### src/rtl/irqc_pkg.sv
package irqc_pkg;

    localparam int DATA_W = 32;
    localparam int ADDR_W = 7;
    localparam int PRIO_W = 3;
    localparam int VEC_W  = DATA_W - PRIO_W - 2;

    localparam logic [ADDR_W-1:0] A_VEC_RD   = 7'h00;
    localparam logic [ADDR_W-1:0] A_FVEC_RD  = 7'h01;
    localparam logic [ADDR_W-1:0] A_EOI_WR   = 7'h02;
    localparam logic [ADDR_W-1:0] A_FAST_CFG = 7'h03;

    typedef logic [PRIO_W-1:0] prio_t;

    // Per-source configuration word, laid out exactly as written on the bus.
    typedef struct packed {
        logic [VEC_W-1:0] vec;
        logic             en;
        logic             edge_mode;
        prio_t            prio;
    } src_cfg_t;

    typedef struct packed {
        logic en;
        logic edge_mode;
    } fast_cfg_t;

    // True when a valid candidate beats the current best by strict priority.
    function automatic logic outranks(input logic cand_ok, input prio_t cand,
                                      input logic best_ok, input prio_t best);
        return cand_ok && (!best_ok || (cand > best));
    endfunction

    // Upper half of the address space holds the per-source words.
    function automatic logic is_cfg_addr(input logic [ADDR_W-1:0] a);
        return a[ADDR_W-1];
    endfunction

endpackage

### src/rtl/irqc_src_front.sv
module irqc_src_front #(
    parameter int N    = 32,
    parameter int SYNC = 2
) (
    input  logic         clk,
    input  logic         rst,
    input  logic [N-1:0] raw,
    input  logic [N-1:0] en,
    input  logic [N-1:0] edge_mode,
    input  logic [N-1:0] clr,
    output logic [N-1:0] pend
);

    for (genvar g = 0; g < N; g++) begin : g_src
        logic [SYNC-1:0] sync_q;
        logic            prev_q;
        logic            latch_q;
        logic            lvl;
        logic            rise;

        assign lvl  = sync_q[SYNC-1];
        assign rise = lvl & ~prev_q & en[g] & edge_mode[g];

        always_ff @(posedge clk) begin
            if (rst) begin
                sync_q  <= '0;
                prev_q  <= 1'b0;
                latch_q <= 1'b0;
            end else begin
                sync_q  <= {sync_q[SYNC-2:0], raw[g]};
                prev_q  <= lvl;
                // clear wins over a rise in the same cycle
                latch_q <= (latch_q | rise) & ~clr[g];
            end
        end

        assign pend[g] = en[g] & (edge_mode[g] ? latch_q : lvl);
    end

endmodule

### src/rtl/irqc_arbiter.sv
module irqc_arbiter
    import irqc_pkg::*;
#(
    parameter  int N     = 32,
    localparam int IDX_W = (N > 1) ? $clog2(N) : 1
) (
    input  logic [N-1:0]             pend,
    input  logic [N-1:0][PRIO_W-1:0] prio,
    output logic                     win_valid,
    output logic [IDX_W-1:0]         win_idx,
    output prio_t                    win_prio
);

    // Ascending scan with strict compare: ties keep the lower index.
    always_comb begin
        win_valid = 1'b0;
        win_idx   = '0;
        win_prio  = '0;
        for (int i = 0; i < N; i++) begin
            if (outranks(pend[i], prio[i], win_valid, win_prio)) begin
                win_valid = 1'b1;
                win_idx   = IDX_W'(i);
                win_prio  = prio[i];
            end
        end
    end

endmodule

### src/rtl/irqc_level_stack.sv
module irqc_level_stack
    import irqc_pkg::*;
#(
    parameter  int DEPTH = 8,
    localparam int CNT_W = $clog2(DEPTH + 1),
    localparam int PTR_W = (DEPTH > 1) ? $clog2(DEPTH) : 1
) (
    input  logic             clk,
    input  logic             rst,
    input  logic             push,
    input  prio_t            push_prio,
    input  logic             pop,
    output logic [CNT_W-1:0] depth,
    output prio_t            top,
    output logic             empty
);

    prio_t            mem_q [DEPTH];
    logic [CNT_W-1:0] depth_q;
    logic             full;

    assign full  = (depth_q == CNT_W'(DEPTH));
    assign empty = (depth_q == '0);

    always_ff @(posedge clk) begin
        if (rst) begin
            depth_q <= '0;
        end else if (push && !full) begin
            depth_q <= depth_q + 1'b1;
        end else if (pop && !empty) begin
            depth_q <= depth_q - 1'b1;
        end
    end

    always_ff @(posedge clk) begin
        if (!rst && push && !full) begin
            mem_q[PTR_W'(depth_q)] <= push_prio;
        end
    end

    assign top   = empty ? '0 : mem_q[PTR_W'(depth_q - 1'b1)];
    assign depth = depth_q;

endmodule

### src/rtl/prio_irq_ctrl.sv
module prio_irq_ctrl
    import irqc_pkg::*;
#(
    parameter int NUM_SRC     = 32,
    parameter int STACK_DEPTH = 8,
    parameter int SYNC_STAGES = 2
) (
    input  logic               clk,
    input  logic               rst,
    input  logic [NUM_SRC-1:0] src_in,
    input  logic               fast_in,
    input  logic [ADDR_W-1:0]  bus_addr,
    input  logic               bus_rd,
    input  logic               bus_wr,
    input  logic [DATA_W-1:0]  bus_wdata,
    output logic [DATA_W-1:0]  bus_rdata,
    output logic               irq_n,
    output logic               fiq_n
);

    localparam int IDX_W = (NUM_SRC > 1) ? $clog2(NUM_SRC) : 1;
    localparam int SEL_W = ADDR_W - 1;
    localparam int CNT_W = $clog2(STACK_DEPTH + 1);

    // ---------------- configuration storage ----------------
    src_cfg_t           cfg_q [NUM_SRC];
    fast_cfg_t          fast_cfg_q;
    logic               cfg_wr;
    logic [SEL_W-1:0]   cfg_sel;

    assign cfg_wr  = bus_wr && is_cfg_addr(bus_addr);
    assign cfg_sel = bus_addr[SEL_W-1:0];

    always_ff @(posedge clk) begin
        for (int i = 0; i < NUM_SRC; i++) begin
            if (rst) begin
                cfg_q[i] <= '0;
            end else if (cfg_wr && cfg_sel == SEL_W'(i)) begin
                cfg_q[i] <= src_cfg_t'(bus_wdata);
            end
        end
    end

    always_ff @(posedge clk) begin
        if (rst) begin
            fast_cfg_q <= '0;
        end else if (bus_wr && bus_addr == A_FAST_CFG) begin
            fast_cfg_q.en        <= bus_wdata[0];
            fast_cfg_q.edge_mode <= bus_wdata[1];
        end
    end

    logic [NUM_SRC-1:0]             en_v;
    logic [NUM_SRC-1:0]             edge_v;
    logic [NUM_SRC-1:0][PRIO_W-1:0] prio_v;

    always_comb begin
        for (int i = 0; i < NUM_SRC; i++) begin
            en_v[i]   = cfg_q[i].en;
            edge_v[i] = cfg_q[i].edge_mode;
            prio_v[i] = cfg_q[i].prio;
        end
    end

    // ---------------- bus decode ----------------
    logic vec_rd, vec_ack, fvec_rd, eoi_wr;
    logic req;

    assign vec_rd  = bus_rd && (bus_addr == A_VEC_RD);
    assign fvec_rd = bus_rd && (bus_addr == A_FVEC_RD);
    assign eoi_wr  = bus_wr && (bus_addr == A_EOI_WR);
    assign vec_ack = vec_rd && req;

    // ---------------- normal sources ----------------
    logic [NUM_SRC-1:0] pend_v;
    logic [NUM_SRC-1:0] clr_v;
    logic               win_valid;
    logic [IDX_W-1:0]   win_idx;
    prio_t              win_prio;

    assign clr_v = vec_ack ? (NUM_SRC'(1) << win_idx) : '0;

    irqc_src_front #(
        .N    (NUM_SRC),
        .SYNC (SYNC_STAGES)
    ) u_front (
        .clk       (clk),
        .rst       (rst),
        .raw       (src_in),
        .en        (en_v),
        .edge_mode (edge_v),
        .clr       (clr_v),
        .pend      (pend_v)
    );

    irqc_arbiter #(
        .N (NUM_SRC)
    ) u_arb (
        .pend      (pend_v),
        .prio      (prio_v),
        .win_valid (win_valid),
        .win_idx   (win_idx),
        .win_prio  (win_prio)
    );

    // ---------------- in-service level stack ----------------
    logic [CNT_W-1:0] stk_depth;
    prio_t            stk_top;
    logic             stk_empty;

    irqc_level_stack #(
        .DEPTH (STACK_DEPTH)
    ) u_stack (
        .clk       (clk),
        .rst       (rst),
        .push      (vec_ack),
        .push_prio (win_prio),
        .pop       (eoi_wr),
        .depth     (stk_depth),
        .top       (stk_top),
        .empty     (stk_empty)
    );

    // Request only when the winner is strictly above the current level.
    assign req   = outranks(win_valid, win_prio, !stk_empty, stk_top);
    assign irq_n = ~req;

    // ---------------- fast path ----------------
    logic fast_pend;

    irqc_src_front #(
        .N    (1),
        .SYNC (SYNC_STAGES)
    ) u_fast (
        .clk       (clk),
        .rst       (rst),
        .raw       (fast_in),
        .en        (fast_cfg_q.en),
        .edge_mode (fast_cfg_q.edge_mode),
        .clr       (fvec_rd),
        .pend      (fast_pend)
    );

    assign fiq_n = ~fast_pend;

    // ---------------- read data ----------------
    always_comb begin
        bus_rdata = '0;
        if (vec_ack) begin
            bus_rdata[VEC_W-1:0] = cfg_q[win_idx].vec;
        end
    end

endmodule

### config.mk
export PLATFORM = sky130hd
export DESIGN_NAME = prio_irq_ctrl
export DESIGN_NICKNAME = d
export VERILOG_FILES = /design/src/rtl/irqc_pkg.sv /design/src/rtl/irqc_src_front.sv /design/src/rtl/irqc_arbiter.sv /design/src/rtl/irqc_level_stack.sv /design/src/rtl/prio_irq_ctrl.sv
export SDC_FILE = /design/constraint.sdc
export NUM_CORES = 2
export LEC_CHECK = 0
export BUFFER_PORTS_ARGS = -buffer_cell sky130_fd_sc_hd__buf_2
export CORE_MARGIN = 2
export CORE_UTILIZATION = 60
export CTS_CLUSTER_DIAMETER = 200
export DETAILED_ROUTE_END_ITERATION = 10
export PLACE_DENSITY = 0.77
export SYNTH_ARGS = -nofsm -noshare
export SYNTH_HDL_FRONTEND = slang
export SYNTH_HIERARCHICAL = 1
export SYNTH_SLANG_ARGS = --single-unit
### constraint.sdc
create_clock -name clk -period 59.1 [get_ports clk]
set_clock_uncertainty 0.2 [all_clocks]
set_input_delay 5.91 -clock clk [delete_from_list [all_inputs] [get_ports clk]]
set_output_delay 5.91 -clock clk [all_outputs]
set_load 0.02 [all_outputs]
# Word-level counts from Yosys, hierarchy flattened
# Memory sizes are Yosys's and may differ from the RTL's.
# Cells that the tools add are included.
[word_totals]
ff_bits = 138
ramBits = 1048
inputBits = 76
out_inout_bits = 34
elab_cells = 881
memories = 2
[mem_list]
columns = ["name", "words", "word_bits", "read_ports", "rd_ports_with_merged_regs", "write_ports", "line_no", "source"]
rows = [
  ["cfg_q", 32, 32, 33, 0, 32, "prio_irq_ctrl.sv:26", "src_cfg_t cfg_q [NUM_SRC];"],
  ["u_stack.mem_q", 8, 3, 1, 0, 1, "irqc_level_stack.sv:18", "prio_t mem_q [DEPTH];"],
]
[op_classes]
addsub = 2
magnitude_cmp = 32
eq_ne = 35
n_shift = 1
mux = 265
bitwise = 298
reduce_logical = 144
[ops]
columns = ["op", "n"]
rows = [
  ["2-to-1 mux 32 bit", 33],
  ["2-to-1 mux 1 bit", 166],
  ["AND 1 bit", 165],
  ["2-to-1 mux 3 bit", 37],
  ["== test 6 x 5 -> 1 bit (second input constant)", 16],
  ["greater-than comparator 3 bit", 32],
  ["2-to-1 mux 5 bit", 16],
  ["logical AND 1 bit", 74],
  ["inverter 1 bit", 68],
  ["OR 1 bit", 65],
  ["== test 6 x 4 -> 1 bit (second input constant)", 8],
  ["2-to-1 mux 4 bit", 10],
  ["logical NOT 1 bit", 34],
  ["logical OR 1 bit", 32],
  ["left shift 1 x 5 -> 32 bit (first input constant)", 1],
  ["2-to-1 mux 27 bit", 1],
  ["== test 6 x 3 -> 1 bit (second input constant)", 4],
  ["== test 7 x 2 -> 1 bit (second input constant)", 2],
  ["== test 6 x 2 -> 1 bit (second input constant)", 2],
  ["== test 7 x 1 -> 1 bit (second input constant)", 1],
  ["logical NOT 7 bit", 1],
  ["== test 6 x 1 -> 1 bit (second input constant)", 1],
  ["logical NOT 6 bit", 1],
  ["adder 4 x 1 -> 4 bit (second input constant)", 1],
  ["5 further kinds", 6],
]

# Depth between registers and ports, before layout
# An unclocked memory read counts as a cell.
[logic_depth]
word_depth = 136
mapped_depth = 282
ltp_nobuf = 276

# Modules after synthesis
# The synthesis kept the hierarchy.
[modules_own_cells]
columns = ["module", "n_inst", "cells_per_inst", "area_each_um2", "seq_area_each_um2"]
rows = [
  ["prio_irq_ctrl", 1, 2910, 45921.5, 30789.5],
  ["irqc_arbiter", 1, 706, 4825.9, 0.0],
  ["irqc_src_front (u_front)", 1, 398, 4425.5, 2562.5],
  ["irqc_level_stack", 1, 104, 1368.8, 800.8],
  ["irqc_src_front (u_fast)", 1, 12, 140.1, 80.1],
]

# Least setup slack after synthesis
# OpenSTA, ideal clock, no wires.
[synth_timing]
kind = "reg-to-output"
start = "memory cfg_q[0][3] in the netlist's numbering"
end = "output bus_rdata[10]"
t_arrival_ps = 45081
setup_slack_ps = 7909
stages_incl_launch_ff = 249
path_cell_list = "edfxtp_1 mux2i_1 nor2b_1 buf_6 nand2_1 ha_1 and3_1 a21oi_2 mux2i_1 or2_2 ha_1 a21o_1 o21ai_1 a21o_1 nand2_1 nand2_1 ha_1 a21oi_1 (+213 left out) o21ai_1 mux2_2 ha_1 a21o_1 a21oi_1 a31oi_1 o21ai_1 nor2_1 a21oi_1 a21boi_1 inv_1 ha_1 nor2b_1 o21ai_1 a32oi_1 o211ai_1 clkbuf_1 o22ai_1"
[synth_lines]
columns = ["element", "line_no", "source"]
rows = [
  ["from (decl)", "prio_irq_ctrl.sv:26", ""],
  ["to (decl)", "prio_irq_ctrl.sv:16", "output logic [DATA_W-1:0] bus_rdata,"],
]

==> results_dict.tcl <==
set metrics [dict create \
    utilization_pct 67.52 \
    drive_above_1_share_pct 19.97 \
    place.gp.congestion 0.9667 \
    critPathBufInv 9 \
    clk-insertion-delay-late_ns 0.71 \
    die_y_um 311.4 \
    vias 34860 \
    power_leakage_nw 22.40 \
    antenna_found_initial 11 \
    cts_sinks 1186 \
    drc 0 \
    cp_slowest_cell "mux4_2" \
    coreArea_mm2 0.09347 \
    power-per-cell-area_mw_per_mm2 34.76 \
    syn_area_mm2 0.05668 \
    start_kind "register" \
    grt_pass1_vias 34460 \
    clk_path_buf_depth 3 \
    die_width_um 311.4 \
    htreeDepth 3 \
    cp-startpoint "cfg_q[0][3]" \
    total_power_mw 2.194 \
    numCtsBuffers 117 \
    outcome "completed" \
    io_pins 110 \
    required_ns 52.99 \
    ctsHoldBuffers 0 \
    fin_crit_sh_pct 95.23 \
    worst_slew_pin_slew_ns 1.051 \
    cts_tree "yes" \
    cp_slowest_stage_delay_ns 0.60 \
    cts-root-buf "clkbuf_16" \
    fmax_mhz 17.77 \
    post-route-min-period_ns 56.28 \
    layout.nets 4296 \
    initial_core_util_pct 60.64 \
    wire_per_inst_um 27.97 \
    viasPerCell 6.339 \
    hold_violations 0 \
    setup_viol 0 \
    layout_commonest_cell "edfxtp_1" \
    final_cell_mix "edfxtp_1, and2_1, mux4_2, nor2b_1, dfxtp_1" \
    grt_max_degree 127 \
    avgSynthCellArea_um2 13.72 \
    synthDistinctLibCells 111 \
    r2r_start "cfg_q[0][3]" \
    worstHoldStart "u_front/g_src[12].sync_q[0]" \
    grt_use_total_pct 31.21 \
    worstSetupPathType "register to primary output" \
    hold_path.class "register to register" \
    peakVddDrop_uv 36.84 \
    area_growth_pct 11.35 \
    overflow 0 \
    cp_top_family "compound AO/OA/AOI/OAI gates" \
    die_area_mm2 0.09695 \
    cts.clk_slew.worst_paths_ns 0.06 \
    ys_seq_area_share_pct 60.39 \
    wl_mm 153.9 \
    fin_setup_tns_ns 0 \
    dp_hpwl_mm 87.42 \
    slew_headroom_pct 29.96 \
    drv_slew 0 \
    synth-edff-count 1048 \
    arrival_ns 50.17 \
    synth-async-reset-ratio_pct 0 \
    path_common_cell "a21oi_1" \
    drt_iter0_drc 4326 \
    first_pass_iters 6 \
    rows 112 \
    synthFlopType "edfxtp_1" \
    cp-end-kind "primary output" \
    grt_pass1_wl_mm 222.3 \
    drv_cap 0 \
    synth_cells 4130 \
    ant_nets 0 \
    yosys_warnings 6 \
    ys_ff_latch 1186 \
    numPortBuffers 104 \
    crit_path_max_fanout 55 \
]
==> Yosys cell counts (58+ instances only) <==
cell	number	share of area [%]
mux2i_1	65	1.1
and2_1	1034	11
inv_1	125	0.83
clkbuf_1	226	1.5
nor2_1	92	0.61
edfxtp_1	1048	56
ha_1	75	1.7
a21oi_1	86	0.76
mux4_2	240	9.5
nor2b_1	154	1.7
o21ai_0	58	0.51
dfxtp_1	138	4.9
nand2_1	117	0.77
==> worst register-to-register path: cells and delay by family (launching register included) <==
kind            cells  cell delay, ns
compound gates    136           25.37
fa+ha+maj          37           10.88
simple gates       58            9.53
mux                 7            1.99
buf+inv            11            1.37
flops               1            0.41
==> registers in the layout, indices dropped and copies added (netlist names) <==
name / cells
cfg_q: 1024
u_front/g_src.sync_q: 64
u_front/g_src.latch_q: 32
u_front/g_src.prev_q: 32
u_stack/mem_q: 24
u_stack/depth: 4
fast_cfg_q: 2
u_fast/g_src.sync_q: 2
u_fast/g_src.latch_q: 1
u_fast/g_src.prev_q: 1
==> kinds of logic after synthesis <==
kind of cell             Yosys count  share of synthesized area [%]
adder cells (fa/ha/maj)           80                          1.744
other                              1                       0.006616
flip-flops                      1186                          60.39
multiplexers                     340                          11.54
AO/OA/AOI/OAI                    435                          5.576
AND/OR/NAND/NOR                 1606                          17.01
XOR/XNOR                           1                        0.01545
buffers and inverters            481                          3.713
==> report_power, final <==
part	leakage, nW	switching [mW]	internal [mW]
logic	9.39	0.270	0.197
registers	11.1	0.0145	0.952
clock network	1.93	0.321	0.439
==> layer usage <==
| layer | wire (um) | GRT usage [%] |
|---|---|---|
| met3 | 17150 | 6.023 |
| met2 | 71810 | 49.03 |
| met5 | 69 | 0 |
| met1 | 58580 | 43.17 |
| met4 | 6260 | 12.87 |
==> through the flow <==
step                      hold slack [ns]  std cells  worst slack, ns  cell area [um^2]
after detailed placement           0.2253       5263            1.182             58470
after global routing               0.2623       5496          -0.1483             63100
after global placement             0.2214       5263            2.358             58470
after floorplan                    0.2138       4134            7.909             56700
after CTS                          0.2419       5478           0.2354             62400
final                              0.2364       5500            2.817             63110
==> final timing paths <==
check / to / cells past startpoint / slack, ns
max: bus_rdata[0] / 240 / 2.82
min: u_front/g_src[12].sync_q[1] / 1 / 0.24
max reg2reg: u_stack/mem_q[0][1] / 249 / 8.99
min reg2reg: u_front/g_src[12].sync_q[1] / 1 / 0.24
==> area by class of cell <==
class	instances	area (um^2)
clock buffers	151	3242
diodes	5	12.51
repair buffers	206	1450
clock inverters	64	684.4
fillers	6428	30360
inverters	166	625.6
multi-input cells	2468	21300
flip-flops and latches	1186	34230
well taps	1254	1569
==> timing repair <==
item | in CTS | in global routing
endpoints found under the setup margin | 0 | 28
buffers inserted | 0 | 12
gates resized for setup | 0 | 121
No activity file was read; power rests on OpenSTA's default activity.
